--- src/rtl/pwm_ct_pkg.sv ---
package pwm_ct_pkg;
    typedef enum logic {
        HOP_UP   = 1'b0,
        HOP_DOWN = 1'b1
    } hop_dir_e;

    typedef enum logic {
        RNG_LOW_LINE  = 1'b0,
        RNG_HIGH_LINE = 1'b1
    } line_range_e;
endpackage

--- src/rtl/pwm_ct_hop.sv ---
module pwm_ct_hop
    import pwm_ct_pkg::*;
#(
    parameter int HOP_STEPS = 10,
    parameter int HOP_DWELL = 6350,
    localparam int POS_W = $clog2(2 * HOP_STEPS + 1)
) (
    input  logic             clk,
    input  logic             rst_n,
    output logic [POS_W-1:0] pos_o
);
    localparam int DW = $clog2(HOP_DWELL);
    localparam logic [DW-1:0]    DWELL_LAST = DW'(HOP_DWELL - 1);
    localparam logic [POS_W-1:0] POS_MID    = POS_W'(HOP_STEPS);
    localparam logic [POS_W-1:0] POS_PEN    = POS_W'(2 * HOP_STEPS - 1);
    localparam logic [POS_W-1:0] POS_ONE    = POS_W'(1);

    typedef struct packed {
        logic [DW-1:0]    tick;
        logic [POS_W-1:0] pos;
        hop_dir_e         dir;
    } hop_t;

    hop_t hop_d, hop_q;

    always_comb begin
        hop_d = hop_q;
        if (hop_q.tick == DWELL_LAST) begin
            hop_d.tick = '0;
            if (hop_q.dir == HOP_UP) begin
                hop_d.pos = hop_q.pos + 1'b1;
                if (hop_q.pos == POS_PEN) hop_d.dir = HOP_DOWN;
            end else begin
                hop_d.pos = hop_q.pos - 1'b1;
                if (hop_q.pos == POS_ONE) hop_d.dir = HOP_UP;
            end
        end else begin
            hop_d.tick = hop_q.tick + 1'b1;
        end
    end

    always_ff @(posedge clk or negedge rst_n) begin
        if (!rst_n) begin
            hop_q <= '{tick: '0, pos: POS_MID, dir: HOP_UP};
        end else begin
            hop_q <= hop_d;
        end
    end

    assign pos_o = hop_q.pos;
endmodule

--- src/rtl/pwm_ct_mode.sv ---
module pwm_ct_mode
    import pwm_ct_pkg::*;
(
    input  logic        clk,
    input  logic        rst_n,
    input  logic        sample_en,
    input  logic        line_hi,
    input  logic        line_lo,
    input  logic        fb_hi,
    input  logic        fb_lo,
    output line_range_e range_o,
    output logic        run_o
);
    typedef struct packed {
        line_range_e rng;
        logic        run;
    } mode_t;

    mode_t mode_d, mode_q;

    always_comb begin
        mode_d = mode_q;
        if (sample_en) begin
            if (line_hi)      mode_d.rng = RNG_HIGH_LINE;
            else if (line_lo) mode_d.rng = RNG_LOW_LINE;
        end
        if (fb_hi)      mode_d.run = 1'b1;
        else if (fb_lo) mode_d.run = 1'b0;
    end

    always_ff @(posedge clk or negedge rst_n) begin
        if (!rst_n) begin
            mode_q <= '{rng: RNG_LOW_LINE, run: 1'b1};
        end else begin
            mode_q <= mode_d;
        end
    end

    assign range_o = mode_q.rng;
    assign run_o   = mode_q.run;
endmodule

--- src/rtl/pwm_cycle_timer.sv ---
module pwm_cycle_timer
    import pwm_ct_pkg::*;
#(
    parameter int CNT_W        = 16,
    parameter int FAST_PER     = 714,
    parameter int SLOW_PER     = 1176,
    parameter int FAST_STEP    = 2,
    parameter int SLOW_STEP    = 10,
    parameter int HOP_STEPS    = 10,
    parameter int HOP_DWELL    = 6350,
    parameter int DUTY_NUM     = 701,
    parameter int DUTY_SHIFT   = 10,
    parameter int BLANK_TICKS  = 15,
    parameter int MIN_ON_TICKS = 55
) (
    input  logic             clk,
    input  logic             rst_n,
    input  logic             vloop_trip_i,
    input  logic             iloop_trip_i,
    input  logic             ilim_trip_i,
    input  logic             fb_high_i,
    input  logic             fb_low_i,
    input  logic             line_hi_i,
    input  logic             line_lo_i,
    output logic             gate_o,
    output logic             cycle_start_o,
    output logic             mid_on_o,
    output logic [CNT_W-1:0] ton_half_o
);
    localparam int POS_W  = $clog2(2 * HOP_STEPS + 1);
    localparam int PROD_W = CNT_W + DUTY_SHIFT;
    localparam logic [CNT_W-1:0]  FAST_BOT = CNT_W'(FAST_PER - HOP_STEPS * FAST_STEP);
    localparam logic [CNT_W-1:0]  SLOW_BOT = CNT_W'(SLOW_PER - HOP_STEPS * SLOW_STEP);
    localparam logic [CNT_W-1:0]  FAST_INC = CNT_W'(FAST_STEP);
    localparam logic [CNT_W-1:0]  SLOW_INC = CNT_W'(SLOW_STEP);
    localparam logic [CNT_W-1:0]  BLANK_C  = CNT_W'(BLANK_TICKS);
    localparam logic [CNT_W-1:0]  MINON_C  = CNT_W'(MIN_ON_TICKS);
    localparam logic [CNT_W-1:0]  RST_PER  = CNT_W'(FAST_PER);
    localparam logic [PROD_W-1:0] DUTY_C   = PROD_W'(DUTY_NUM);

    typedef struct packed {
        logic [CNT_W-1:0] cnt;
        logic [CNT_W-1:0] per;
        logic [CNT_W-1:0] max_on;
        logic [CNT_W-1:0] on;
        logic [CNT_W-1:0] half;
        logic             gate;
        logic             start;
        logic             mid;
    } tmr_t;

    tmr_t        tmr_d, tmr_q;
    logic [POS_W-1:0] hop_pos;
    line_range_e rng;
    logic        run;
    logic [CNT_W-1:0]  per_next;
    logic [PROD_W-1:0] duty_prod;
    logic [CNT_W-1:0]  max_on_next;
    logic        cycle_end;
    logic        stop_now;
    logic [CNT_W-1:0] cur_max_on;

    pwm_ct_hop #(
        .HOP_STEPS(HOP_STEPS),
        .HOP_DWELL(HOP_DWELL)
    ) u_hop (
        .clk  (clk),
        .rst_n(rst_n),
        .pos_o(hop_pos)
    );

    pwm_ct_mode u_mode (
        .clk      (clk),
        .rst_n    (rst_n),
        .sample_en(tmr_q.gate),
        .line_hi  (line_hi_i),
        .line_lo  (line_lo_i),
        .fb_hi    (fb_high_i),
        .fb_lo    (fb_low_i),
        .range_o  (rng),
        .run_o    (run)
    );

    // Period of the coming cycle: range base at the bottom of the sweep plus hop steps.
    always_comb begin
        if (rng == RNG_HIGH_LINE) per_next = SLOW_BOT + CNT_W'(hop_pos) * SLOW_INC;
        else                      per_next = FAST_BOT + CNT_W'(hop_pos) * FAST_INC;
        duty_prod   = PROD_W'(per_next) * DUTY_C;
        max_on_next = duty_prod[PROD_W-1:DUTY_SHIFT];
    end

    always_comb begin
        tmr_d       = tmr_q;
        tmr_d.start = 1'b0;
        tmr_d.mid   = 1'b0;
        cycle_end   = (tmr_q.cnt == tmr_q.per - 1'b1);
        stop_now    = (tmr_q.on >= tmr_q.max_on)
                    || ((vloop_trip_i || iloop_trip_i) && (tmr_q.on >= MINON_C))
                    || (ilim_trip_i && (tmr_q.on > BLANK_C));
        if (cycle_end) begin
            tmr_d.cnt    = '0;
            tmr_d.per    = per_next;
            tmr_d.max_on = max_on_next;
            tmr_d.gate   = run;
            tmr_d.start  = run;
            tmr_d.on     = run ? CNT_W'(1) : '0;
        end else begin
            tmr_d.cnt = tmr_q.cnt + 1'b1;
            if (tmr_q.gate) begin
                if (stop_now) begin
                    tmr_d.gate = 1'b0;
                    tmr_d.mid  = 1'b1;
                    tmr_d.half = tmr_q.on >> 1;
                end else begin
                    tmr_d.on = tmr_q.on + 1'b1;
                end
            end
        end
    end

    always_ff @(posedge clk or negedge rst_n) begin
        if (!rst_n) begin
            tmr_q <= '{cnt: '0, per: RST_PER, max_on: '0, on: '0, half: '0,
                       gate: 1'b0, start: 1'b0, mid: 1'b0};
        end else begin
            tmr_q <= tmr_d;
        end
    end

    assign gate_o        = tmr_q.gate;
    assign cycle_start_o = tmr_q.start;
    assign mid_on_o      = tmr_q.mid;
    assign ton_half_o    = tmr_q.half;
    assign cur_max_on    = tmr_q.max_on;
endmodule

--- config.mk ---
export PLATFORM = sky130hd
export DESIGN_NAME = pwm_cycle_timer
export DESIGN_NICKNAME = d
export VERILOG_FILES = /design/src/rtl/pwm_ct_pkg.sv /design/src/rtl/pwm_ct_hop.sv /design/src/rtl/pwm_ct_mode.sv /design/src/rtl/pwm_cycle_timer.sv
export SDC_FILE = /design/constraint.sdc
export NUM_CORES = 1
export LEC_CHECK = 0
export BUFFER_PORTS_ARGS = -buffer_cell sky130_fd_sc_hd__buf_2
export CAP_MARGIN = 40
export CORE_MARGIN = 1
export CORE_UTILIZATION = 25
export CTS_CLUSTER_SIZE = 20
export DETAILED_ROUTE_END_ITERATION = 6
export SYNTH_ARGS = -nofsm -noshare
export SYNTH_HDL_FRONTEND = slang
export SYNTH_SLANG_ARGS = --single-unit
--- constraint.sdc ---
create_clock -name clk -period 11.5 [get_ports clk]
set_input_delay 3.45 -clock clk [delete_from_list [all_inputs] [get_ports clk]]
set_output_delay 3.45 -clock clk [all_outputs]
set_load 0.01 [all_outputs]
Yosys cells after proc, flatten, opt, wreduce, memory -nomap -nowiden
Index checks and enable logic that the tools add are counted.

Div/mod/pow operators: 0. Shift operators: 0. Mux-type cells: 20. Equal/unequal tests: 5. Bitwise operators: 1. Reductions and logical operators: 11. Order comparisons: 3. Add/sub/neg operators: 8. Multiply operators: 2.

Operators by type and width (number): two-way mux 16 bit (5); two-way mux 33 bit (1); adder 16 x 1 -> 16 bit (second input constant) (2); multiplier 16 x 10 -> 26 bit (second input constant) (1); equality test 16 bit (1); greater-or-equal comparator 16 bit (1); greater-or-equal comparator 16 x 6 -> 1 bit (second input constant) (1); > comparator 16 x 4 -> 1 bit (second input constant) (1); subtractor 16 x 1 -> 16 bit (second input constant) (1); adder 13 x 1 -> 13 bit (second input constant) (1); equality test 13 bit (second input constant) (1); two-way mux 13 bit (1); adder 11 x 9 -> 12 bit (first input constant) (1); two-way mux 1 bit (12); adder 10 x 6 -> 11 bit (first input constant) (1); multiplier 5 x 3 -> 8 bit (second input constant) (1); two-way mux 6 bit (1); nonzero test 2 bit (3); adder 5 x 1 -> 5 bit (second input constant) (1); equality test 5 x 1 -> 1 bit (second input constant) (1); equality test 5 bit (second input constant) (1); subtractor 5 x 1 -> 5 bit (second input constant) (1); AND reduction 2 bit (2); logical OR 1 bit (3); 4 further kinds (5).

Register bits after elaboration: 103. Latch bits: 0. Memory bits (read-only): 0. Logic and storage cells: 63. Memory bits (writable): 0. Output and inout port bits: 19. Bits of input ports: 9. Memories: 0.

Depth between registers and ports, before layout
Gate-level depths: netlist (run 1).

Word-level depth: 7. Depth in mapped cells: 25. Depth with buffers taken out: 25.

Hierarchy
From an unflattened synthesis (run 1), not the netlist that was laid out.

Cells, all modules: 735. Area, all modules: 7404.6 sq um.

Modules (own cells, without submodules): pwm_cycle_timer (seq. area each 1833.0 sq um, area each 6319.8 sq um, cells each 634, times used 1); pwm_ct_hop (seq. area each 478.0 sq um, area each 1009.7 sq um, cells each 95, times used 1); pwm_ct_mode (seq. area each 51.3 sq um, area each 75.1 sq um, cells each 6, times used 1).

Least setup slack after synthesis (run 1)
Ideal clock, no wire load.

Kind: register -> register. Start point: register u_hop.hop_q (netlist bit u_hop.pos_o[1]). End point: register tmr_q (netlist bit cur_max_on[9]). Clock period less this slack: 6256 ps. Data arrival time: 6192 ps. Required time: 11436 ps. Setup slack: 5244 ps. Stages on the path, launching flop included: 22. Buffers on the path: 0. Path through: dfstp_2 > ha_1 > ha_1 > fa_1 > nor3_1 > xnor2_1 > a22oi_1 > ha_1 > fa_1 > inv_1 > fa_1 > inv_1 > fa_1 > fa_1 > ha_1 > o21a_1 > a21oi_1 > o211ai_1 > a41oi_1 > nand2b_1 > a221oi_1 > a21o_1.

Word-level cells in the longest chain between the ends: 4. Elaborated cells on any way between the ends: 5.

Ends and longest elaborated chain: from (decl) (RTL line pwm_ct_hop.sv:24) `hop_t hop_d, hop_q;`; from (signal assigned) (RTL line pwm_ct_hop.sv:44) `hop_q <= '{tick: '0, pos: POS_MID, dir: HOP_UP};`; from (signal assigned) (RTL line pwm_ct_hop.sv:46) `hop_q <= hop_d;`; multiplier 5 x 3 -> 8 bit (RTL line pwm_cycle_timer.sv:86) `if (rng == RNG_HIGH_LINE) per_next = SLOW_BOT + CNT_W'(hop_pos) * SLOW_INC;`; adder 11 x 9 -> 12 bit (RTL line pwm_cycle_timer.sv:86); two-way mux 16 bit * (RTL line pwm_cycle_timer.sv:86); named net per_next[6] (RTL line pwm_cycle_timer.sv:56) `logic [CNT_W-1:0] per_next;`; multiplier 16 x 10 -> 26 bit * (RTL line pwm_cycle_timer.sv:88) `duty_prod = PROD_W'(per_next) * DUTY_C;`; to (signal assigned) (RTL line pwm_cycle_timer.sv:123) `tmr_q <= '{cnt: '0, per: RST_PER, max_on: '0, on: '0, half: '0,`; to (signal assigned) (RTL line pwm_cycle_timer.sv:126) `tmr_q <= tmr_d;`; to (decl) (RTL line pwm_cycle_timer.sv:52) `tmr_t tmr_d, tmr_q;`.

The timed path passes the listed nets; every way through them passes the cells marked *. A chain may end at the register's enable or synchronous reset.

Worst setup path in the final report (run 1)
Start point: register u_hop.hop_q (netlist bit u_hop.pos_o[3]). End point: register tmr_q (netlist bit cur_max_on[9]).

Same word-level chain as after synthesis.

==> qor.log, run 1 <==
INFO  synth          number_of_synthesized_flops_with_an_enable_pin=0
INFO  synth          synthesis.area=7357µm²
INFO  worst_setup_path critical_path.startpoint_type=flip-flop
INFO  sta            period_needed=6912ps
INFO  power_and_ir_drop net-switching-power=0.1679mW
INFO  sta            finalHoldViolCount=0
INFO  synth          post-synth-top-area-fraction=29.25%
INFO  clock_tree     clk_pin_slew=80ps
INFO  synth          post_synth_main_area_contributors=sky130_fd_sc_hd__dfrtp_1 29%, sky130_fd_sc_hd__ha_1 16%, sky130_fd_sc_hd__fa_1 7.9%
INFO  sta            finalWorstSetupSlack=4588ps
INFO  power_and_ir_drop power.leakage=3.959nW
INFO  synth          library_cell_occupying_the_most_area_in_the_post_synthesis_netlist=sky130_fd_sc_hd__dfrtp_1
INFO  synth          synthMostInstantiatedCell=sky130_fd_sc_hd__ha_1
INFO  grt            first_global_vias=5172
INFO  layout         final_layout_size_suffix_gt1_share=10.10%
INFO  grt            final_global_route_overflow_total=0
INFO  synth          synth_common_cells=96 x sky130_fd_sc_hd__ha_1, 86 x sky130_fd_sc_hd__dfrtp_1, 73 x sky130_fd_sc_hd__inv_1
INFO  worst_setup_path startpoint_of_the_lowest_slack_register_to_register_path=u_hop.pos_o[3]
INFO  placed_design  port_buffers=26
INFO  worst_setup_path crit_path_end_kind=flip-flop
INFO  layout         final_nets=901
INFO  synth          synthCells=758
INFO  power_and_ir_drop share_comb_of_total_power=5.5%
INFO  synth          ys_async_sr_fraction=100.0%
INFO  floorplan      die-area=30120µm²
INFO  floorplan      core=28860µm²
INFO  layout         area_growth=10.63%
INFO  floorplan      initial_core_util=25.49%
INFO  detailed_routing postRouteWirelength=14.08mm
INFO  grt            first_pass_grt_wire_length=25.01mm
INFO  power_and_ir_drop clock_power_share=44.9%
INFO  clock_tree     htree_levels=3
INFO  worst_setup_path critical_path.reg2reg.endpoint=cur_max_on[9]
INFO  detailed_routing detail-route-antenna-nets=0
INFO  hold_path      min_path_type=reg2reg
INFO  detailed_routing drt-wirelength-per-cell=12.18µm
INFO  sta            final.setup_skew=10.35ps
INFO  hold_path      holdPathEnd=cur_max_on[8]
INFO  clock_tree     cts.repair_timing.setup_buffer_count=0
INFO  power_and_ir_drop power_per_unit_of_standard_cell_area=81.98nW/µm²
INFO  detailed_routing routed_via_density=4.411
INFO  worst_setup_path critical_path_required=11800ps
INFO  hold_path      hold_depth=2
INFO  floorplan      row_cnt=62
INFO  worst_setup_path timing.setup.critical_path_class=reg2reg
INFO  placed_design  hpwlAfterDp=11.10mm
INFO  power_and_ir_drop cell_internal_pwr=0.4994mW
INFO  detailed_routing first_pass_detailed_route_iteration_total=4
INFO  worst_setup_path path_max_fanout=9
INFO  synth          synthesis.area_per_instance=9.706µm²
INFO  floorplan      height_of_the_die=173.5µm
INFO  layout         insertedDiodeCount=0
INFO  detailed_routing vias=5099
INFO  worst_setup_path reg2regPathDepth=21
INFO  clock_tree     max-clock-path-buffers=2
INFO  detailed_routing remaining_drc_errors=0
INFO  grt            grt_start_max_net_pins=57
INFO  layout         post-route-util=28.20%
INFO  grt            grt_antenna_before_repair=0
INFO  synth          number_of_distinct_library_cells_after_synthesis=60
INFO  sta            fin_worst_hold_slack=486.2ps
INFO  placed_design  globalplace.congestion=0.7620
INFO  clock_tree     cts.repair.resized=0
INFO  clock_tree     cts_root_buffer_type=sky130_fd_sc_hd__clkbuf_16
INFO  placed_design  worst_setup_timing_slack_at_the_placement_stage=4538ps
INFO  clock_tree     cts_inserted_buffers=9
INFO  clock_tree     number_of_clock_sinks_seen_by_cts=94
INFO  synth          synth_top_flop_cell=sky130_fd_sc_hd__dfrtp_1
INFO  sta            slew_viol_final=0
INFO  hold_path      timing.hold.worst.start=cur_max_on[8]
INFO  clock_tree     cts_hold_buffers=0
INFO  sta            setup-tns-final=0ps
INFO  placed_design  post_detailed_placement_cell_area=7839µm²
INFO  job            cap_viol_max_count=0
INFO  synth          ys_seq_area_share=32.11%
INFO  run_status     status=finished clean
INFO  floorplan      fp.dieW=173.5µm
INFO  power_and_ir_drop irDropWorstVdd=0.05574mV
INFO  sta            final-setup-viol-count=0
INFO  power_and_ir_drop switching_share=25.16%
INFO  sta            worst_slew_pin_slew=851.4ps
INFO  floorplan      floorplan.io_pins=28
INFO  grt            grt_use_total=9.957%
INFO  synth          synth.ff_latch_count=94
INFO  sta            maxClockFrequency=144.7MHz
INFO  clock_tree     clk-insertion-delay-late=350ps
INFO  layout         cell_area_after_layout=8139µm²
INFO  synth          yosysWarnings=0
INFO  worst_setup_path critPathArrivalTime=7210ps
INFO  layout         filler_cell_count=3058
INFO  sta            post-route-period-util=60.11%
INFO  power_and_ir_drop power.share.sequential=49.6%
INFO  worst_setup_path regToRegSetupSlack=4590ps
INFO  clock_tree     tritoncts=yes
INFO  sta            worst_slew_margin_rel=42.64%
INFO  sta            rsz0062_at_grt=no
INFO  detailed_routing detailedRoute.firstIterationViolations=227
## cell type report
type | instances | area, µm² | area share (%)
inverter | 73 | 274.0 | 3.367
clock inverter | 7 | 75.07 | 0.9224
tap | 384 | 480.5 | 5.903
clock buffer | 9 | 225.2 | 2.767
multi-input combinational | 557 | 4524 | 55.59
sequential | 94 | 2362 | 29.02
timing repair buffer | 32 | 197.7 | 2.429
## worst max-delay path by stage
stage	endpoint	startpoint	cells past startpoint
CTS	cur_max_on[9]	u_hop.pos_o[3]	21
finish	cur_max_on[9]	u_hop.pos_o[3]	21
global placement	cur_max_on[9]	u_hop.pos_o[3]	21
detailed placement	cur_max_on[9]	u_hop.pos_o[3]	21
floorplan	cur_max_on[9]	u_hop.pos_o[1]	21
global route	cur_max_on[9]	u_hop.pos_o[3]	24
## critical path, stage by stage, from the launching register on
cell and delay (ps):
sky130_fd_sc_hd__dfstp_2 630, sky130_fd_sc_hd__ha_1 260, sky130_fd_sc_hd__ha_1 230, sky130_fd_sc_hd__fa_1 490, sky130_fd_sc_hd__nor3_1 290, sky130_fd_sc_hd__xnor2_1 100, sky130_fd_sc_hd__a22oi_1 510, sky130_fd_sc_hd__ha_1 390
sky130_fd_sc_hd__fa_1 540, sky130_fd_sc_hd__inv_1 50, sky130_fd_sc_hd__fa_1 470, sky130_fd_sc_hd__inv_1 50, sky130_fd_sc_hd__fa_1 570, sky130_fd_sc_hd__fa_1 450, sky130_fd_sc_hd__ha_1 350, sky130_fd_sc_hd__o21a_1 200
sky130_fd_sc_hd__a21oi_1 160, sky130_fd_sc_hd__o211ai_1 240, sky130_fd_sc_hd__a41oi_1 420, sky130_fd_sc_hd__nand2b_1 100, sky130_fd_sc_hd__a221oi_1 260, sky130_fd_sc_hd__a21o_1 120
## state kept, by name, indices dropped and copies added, names as in the netlist
| signal | cells |
|---|---|
| cur_max_on | 13 |
| cycle_start_o | 1 |
| gate_o | 1 |
| mid_on_o | 1 |
| tmr_q | 42 |
| ton_half_o | 15 |
| u_hop.hop_q | 14 |
| u_hop.pos_o | 5 |
| u_mode.range_o | 1 |
| u_mode.run_o | 1 |
## cell families (layout without fill, tap and decap cells)
| family | Yosys count | count (layout) | synth area share, % |
|---|---|---|---|
| xor+xnor | 76 | 76 | 9.048 |
| mux | 18 | 18 | 3.163 |
| fa+ha+maj | 126 | 126 | 24.35 |
| simple gates | 223 | 223 | 15.02 |
| compound gates | 109 | 109 | 9.507 |
| other cells | 2 | 5 | 0.1021 |
| flops | 94 | 94 | 32.11 |
| buf+inv | 110 | 121 | 6.701 |
## routing by layer
| layer | global-route usage (%) | part of all wire (%) | up-vias |
|---|---|---|---|
| met5 | 0 | 0 | - |
| met4 | 3.650 | 1.9 | 0 |
| met3 | 0.8991 | 1.9 | 11 |
| met2 | 16.25 | 47 | 51 |
| met1 | 13.67 | 49 | 2462 |
| li1 | - | - | 2575 |
## per-stage QoR
| step | power, mW | instances |
|---|---|---|
| 3_5_place_dp | 0.3748 | 1140 |
| 3_3_place_gp | 0.3734 | 1139 |
| 5_1_grt | 0.6955 | 1156 |
| 4_1_cts | 0.6780 | 1156 |
| 6_report | 0.6673 | 1156 |
| 2_1_floorplan | 0.3600 | 761 |
## cells in the final DEF, fill, tap and decap left out, types with 3 or more instances in the layout
cell type                   instances
sky130_fd_sc_hd__nand2b_1           9
sky130_fd_sc_hd__nor3_1            12
sky130_fd_sc_hd__nand4_1            6
sky130_fd_sc_hd__mux2i_1            3
sky130_fd_sc_hd__xnor2_1           38
sky130_fd_sc_hd__or3_1              7
sky130_fd_sc_hd__fa_1              29
sky130_fd_sc_hd__dfrtp_1           86
sky130_fd_sc_hd__buf_4              6
sky130_fd_sc_hd__mux2_2             6
sky130_fd_sc_hd__and2_1             6
sky130_fd_sc_hd__dfstp_2            8
sky130_fd_sc_hd__a21oi_1           22
sky130_fd_sc_hd__conb_1             5
sky130_fd_sc_hd__a21o_1            13
sky130_fd_sc_hd__inv_8              3
sky130_fd_sc_hd__nor4_1             5
sky130_fd_sc_hd__and3_1            14
sky130_fd_sc_hd__ha_1              96
sky130_fd_sc_hd__nand2_1           57
sky130_fd_sc_hd__a211oi_1           5
sky130_fd_sc_hd__buf_2             25
sky130_fd_sc_hd__nor2_1            55
sky130_fd_sc_hd__a31oi_1            5
sky130_fd_sc_hd__o21bai_1           5
sky130_fd_sc_hd__clkbuf_16          9
sky130_fd_sc_hd__xor2_1            38
sky130_fd_sc_hd__nor2b_1            4
sky130_fd_sc_hd__a22oi_1            4
sky130_fd_sc_hd__inv_1             73
sky130_fd_sc_hd__o21a_1             8
sky130_fd_sc_hd__o211ai_1           3
sky130_fd_sc_hd__mux2_4             9
sky130_fd_sc_hd__nand3_1           34
sky130_fd_sc_hd__o21ai_0           31
## power by group through the flow
stage	Sequential [mW]	Combinational, mW	Clock [mW]
6_report	0.331	0.0369	0.299
5_1_grt	0.331	0.0427	0.322
4_1_cts	0.331	0.0380	0.309
3_5_place_dp	0.337	0.0375	0
3_3_place_gp	0.337	0.0361	0
2_1_floorplan	0.337	0.0226	0
(Power assumes the default switching activity.)
==> run 2, diff against run 1 <==
==> constraint.sdc (replaced) <==
create_clock -name clk -period 6.3 [get_ports clk]
set_input_delay 1.89 -clock clk [delete_from_list [all_inputs] [get_ports clk]]
set_output_delay 1.89 -clock clk [all_outputs]
set_load 0.01 [all_outputs]
==> run 2 against run 1 <==
Net effect: non-clock buffer count up 28; routed wire length up 4.4%; clock-buffer cell count unchanged; global-route usage about the same; first-iteration DRC count down 7.5%; die area unchanged; sequential cell count unchanged; combinational power up 120%.
==> qor.log, run 2 (synthesized netlist as in run 1, its figures left out) <==
INFO  sta            worst_slew_margin_rel=41.74% [was 42.64%]
INFO  sta            final-setup-viol-count=0 [unchanged]
INFO  detailed_routing detailedRoute.firstIterationViolations=210 [was 227]
INFO  layout         final_cells=1184 [was 1156]
INFO  detailed_routing detail-route-antenna-nets=0 [unchanged]
INFO  worst_setup_path path_max_fanout=3 [was 9]
INFO  placed_design  dpl.cell_count=1162 [was 1140]
INFO  detailed_routing vias=5177 [was 5099]
INFO  placed_design  globalplace.congestion=0.7931 [was 0.7620]
INFO  grt            grt_use_total=9.967% [was 9.957%]
INFO  worst_setup_path critical_path.startpoint_type=flip-flop [unchanged]
INFO  placed_design  hpwlAfterDp=11.34mm [was 11.10 mm]
INFO  placed_design  port_buffers=26 [unchanged]
INFO  worst_setup_path crit_path_end_kind=flip-flop [unchanged]
INFO  sta            period_needed=6080ps [was 6912 ps]
INFO  layout         area_growth=16.19% [was 10.63%]
INFO  sta            finalHoldViolCount=0 [unchanged]
INFO  floorplan      floorplan.io_pins=28 [unchanged]
INFO  sta            post-route-period-util=96.52% [was 60.11%]
INFO  sta            setup-tns-final=0ps [unchanged]
INFO  floorplan      die-area=30120µm² [unchanged]
INFO  clock_tree     number_of_clock_sinks_seen_by_cts=94 [unchanged]
INFO  floorplan      core=28860µm² [unchanged]
INFO  sta            slew_viol_final=0 [unchanged]
INFO  sta            maxClockFrequency=164.5MHz [was 144.7 MHz]
INFO  clock_tree     htree_levels=3 [unchanged]
INFO  floorplan      fp.dieW=173.5µm [unchanged]
INFO  detailed_routing drt-wirelength-per-cell=12.42µm [was 12.18 µm]
INFO  detailed_routing postRouteWirelength=14.70mm [was 14.08 mm]
INFO  hold_path      min_path_type=reg2reg [unchanged]
INFO  layout         final_nets=929 [was 901]
INFO  grt            grt_start_max_net_pins=55 [was 57]
INFO  sta            final.setup_skew=8.664ps [was 10.35 ps]
INFO  layout         final_layout_size_suffix_gt1_share=16.50% [was 10.10%]
INFO  layout         insertedDiodeCount=0 [unchanged]
INFO  sta            worst_slew_pin_slew=870.1ps [was 851.4 ps]
INFO  layout         filler_cell_count=3018 [was 3058]
INFO  power_and_ir_drop irDropWorstVdd=0.1164mV [was 0.05574 mV]
INFO  clock_tree     cts_hold_buffers=0 [unchanged]
INFO  grt            grt_antenna_before_repair=0 [unchanged]
INFO  power_and_ir_drop power.leakage=4.101nW [was 3.959 nW]
INFO  clock_tree     cts_inserted_buffers=9 [unchanged]
INFO  run_status     status=finished clean [unchanged]
INFO  layout         largest_register=tmr_q [unchanged]
INFO  grt            first_pass_grt_wire_length=24.73mm [was 25.01 mm]
INFO  detailed_routing first_pass_detailed_route_iteration_total=4 [unchanged]
INFO  layout         largest_register_ff_count=42 [unchanged]
INFO  power_and_ir_drop power_per_unit_of_standard_cell_area=143.1nW/µm² [was 81.98 nW/µm²]
INFO  clock_tree     max-clock-path-buffers=2 [unchanged]
INFO  floorplan      height_of_the_die=173.5µm [unchanged]
INFO  floorplan      initial_core_util=25.49% [unchanged]
INFO  grt            first_global_vias=5048 [was 5172]
INFO  worst_setup_path timing.setup.critical_path_class=reg2reg [unchanged]
INFO  job            cap_viol_max_count=0 [unchanged]
INFO  clock_tree     clk_pin_slew=70ps [was 80 ps]
INFO  layout         layout.cells.most_common_list=86 x sky130_fd_sc_hd__ha_1, 86 x sky130_fd_sc_hd__dfrtp_1, 70 x sky130_fd_sc_hd__inv_1, 57 x sky130_fd_sc_hd__nand2_1, 55 x sky130_fd_sc_hd__nor2_1 [was 96 x sky130_fd_sc_hd__ha_1, 86 x sky130_fd_sc_hd__dfrtp_1, 73 x sky130_fd_sc_hd__inv_1, 57 x sky130_fd_sc_hd__nand2_1, 55 x sky130_fd_sc_hd__nor2_1]
INFO  detailed_routing remaining_drc_errors=0 [unchanged]
INFO  worst_setup_path critical_path_required=6540ps [was 11800 ps]
INFO  clock_tree     tritoncts=yes [unchanged]
INFO  floorplan      row_cnt=62 [unchanged]
INFO  grt            final_global_route_overflow_total=0 [unchanged]
INFO  worst_setup_path critPathArrivalTime=6320ps [was 7210 ps]
INFO  detailed_routing routed_via_density=4.372 [was 4.411]
INFO  clock_tree     clk-insertion-delay-late=360ps [was 350 ps]
INFO  clock_tree     cts_root_buffer_type=sky130_fd_sc_hd__clkbuf_16 [unchanged]
-- run 2: cell types whose count changed in the layout (fill, tap and decap cells not counted), moves of 3 or more --
| cell | change |
|---|---|
| sky130_fd_sc_hd__a21oi_1 | -5 |
| sky130_fd_sc_hd__a21oi_2 | +5 |
| sky130_fd_sc_hd__buf_4 | +26 |
| sky130_fd_sc_hd__ha_1 | -10 |
| sky130_fd_sc_hd__ha_4 | +9 |
| sky130_fd_sc_hd__inv_1 | -3 |
| sky130_fd_sc_hd__inv_2 | +3 |
-- run 2: path summary, 6_finish.rpt --
kind	from	slack [ps]	end	cells past startpoint
worst max-delay path	u_hop.pos_o[1]	220	cur_max_on[11]	24
worst min-delay path	cur_max_on[9]	480	cur_max_on[9]	1
worst max register to register	u_hop.pos_o[1]	220	cur_max_on[11]	24
worst min register to register	cur_max_on[9]	480	cur_max_on[9]	1
max in group asynchronous	rst_n	4270	u_mode.run_o	2
min in group asynchronous	rst_n	1390	u_hop.hop_q[15]	1
-- run 2: metrics by stage --
stage	power, mW	setup slack [ps]	instance area, µm²	hold slack, ps	utilization [%]
3_5_place_dp	0.6897	-96.77	8008	470.2	27.75
4_1_cts	1.239	9.929	8329	487.2	28.86
6_report	1.223	219.5	8548	481.8	29.62
3_3_place_gp	0.6869	47.98	7969	467.8	27.61
5_1_grt	1.278	-58.68	8548	495.6	29.62
2_1_floorplan	0.6571	43.85	7368	449.8	-
-- run 2: worst max-delay path, cell delays in order, from the launching register on --
cell                       delay, ps
sky130_fd_sc_hd__dfstp_2         560
sky130_fd_sc_hd__ha_4            210
sky130_fd_sc_hd__ha_4            170
sky130_fd_sc_hd__fa_2            620
sky130_fd_sc_hd__inv_2            50
sky130_fd_sc_hd__a21oi_2         140
sky130_fd_sc_hd__xnor2_1         130
sky130_fd_sc_hd__and2_1          180
sky130_fd_sc_hd__inv_2            70
sky130_fd_sc_hd__ha_4            240
sky130_fd_sc_hd__fa_1            520
sky130_fd_sc_hd__inv_1            50
sky130_fd_sc_hd__fa_1            480
sky130_fd_sc_hd__inv_1            60
sky130_fd_sc_hd__fa_1            450
sky130_fd_sc_hd__fa_1            500
sky130_fd_sc_hd__ha_2            280
sky130_fd_sc_hd__o21a_1          200
sky130_fd_sc_hd__a21oi_2         130
sky130_fd_sc_hd__o211ai_1        140
sky130_fd_sc_hd__buf_4           200
sky130_fd_sc_hd__a32oi_4         240
sky130_fd_sc_hd__a21oi_2         100
sky130_fd_sc_hd__xnor2_1         160
sky130_fd_sc_hd__mux2i_1          80
-- run 2: layer usage --
metal,wire [µm],vias up,GRT usage [%]
met3,259,18,1.228
met2,6937,42,16.13
li1,-,2626,-
met5,0,-,0
met4,287,0,4.130
met1,7215,2491,13.41
-- run 2: area by class of cell --
| type | count | area (µm²) | share of cell area [%] |
|---|---|---|---|
| Clock buffer | 9 | 225.2 | 2.635 |
| Clock inverter | 7 | 63.81 | 0.7465 |
| Inverter | 73 | 274.0 | 3.206 |
| Multi-Input combinational cell | 557 | 4727 | 55.30 |
| Sequential cell | 94 | 2362 | 27.63 |
| Tap cell | 384 | 480.5 | 5.621 |
| Timing Repair Buffer | 60 | 415.4 | 4.859 |
-- run 2: report_power, final --
part           internal (mW)  switching (mW)  total (mW)
sequential             0.604       0.0000980       0.604
clock                  0.277           0.260       0.537
combinational         0.0352          0.0465      0.0817
-- run 2: repair_timing --
action | 4_1_cts | 5_1_grt
cloned | 0 | 0
setup buffers | 0 | 6
endpoints found under the setup margin | 6 | 11
pin swaps | 0 | 18
gates resized for setup | 5 | 28
endpoints found under the hold margin | 0 | 0
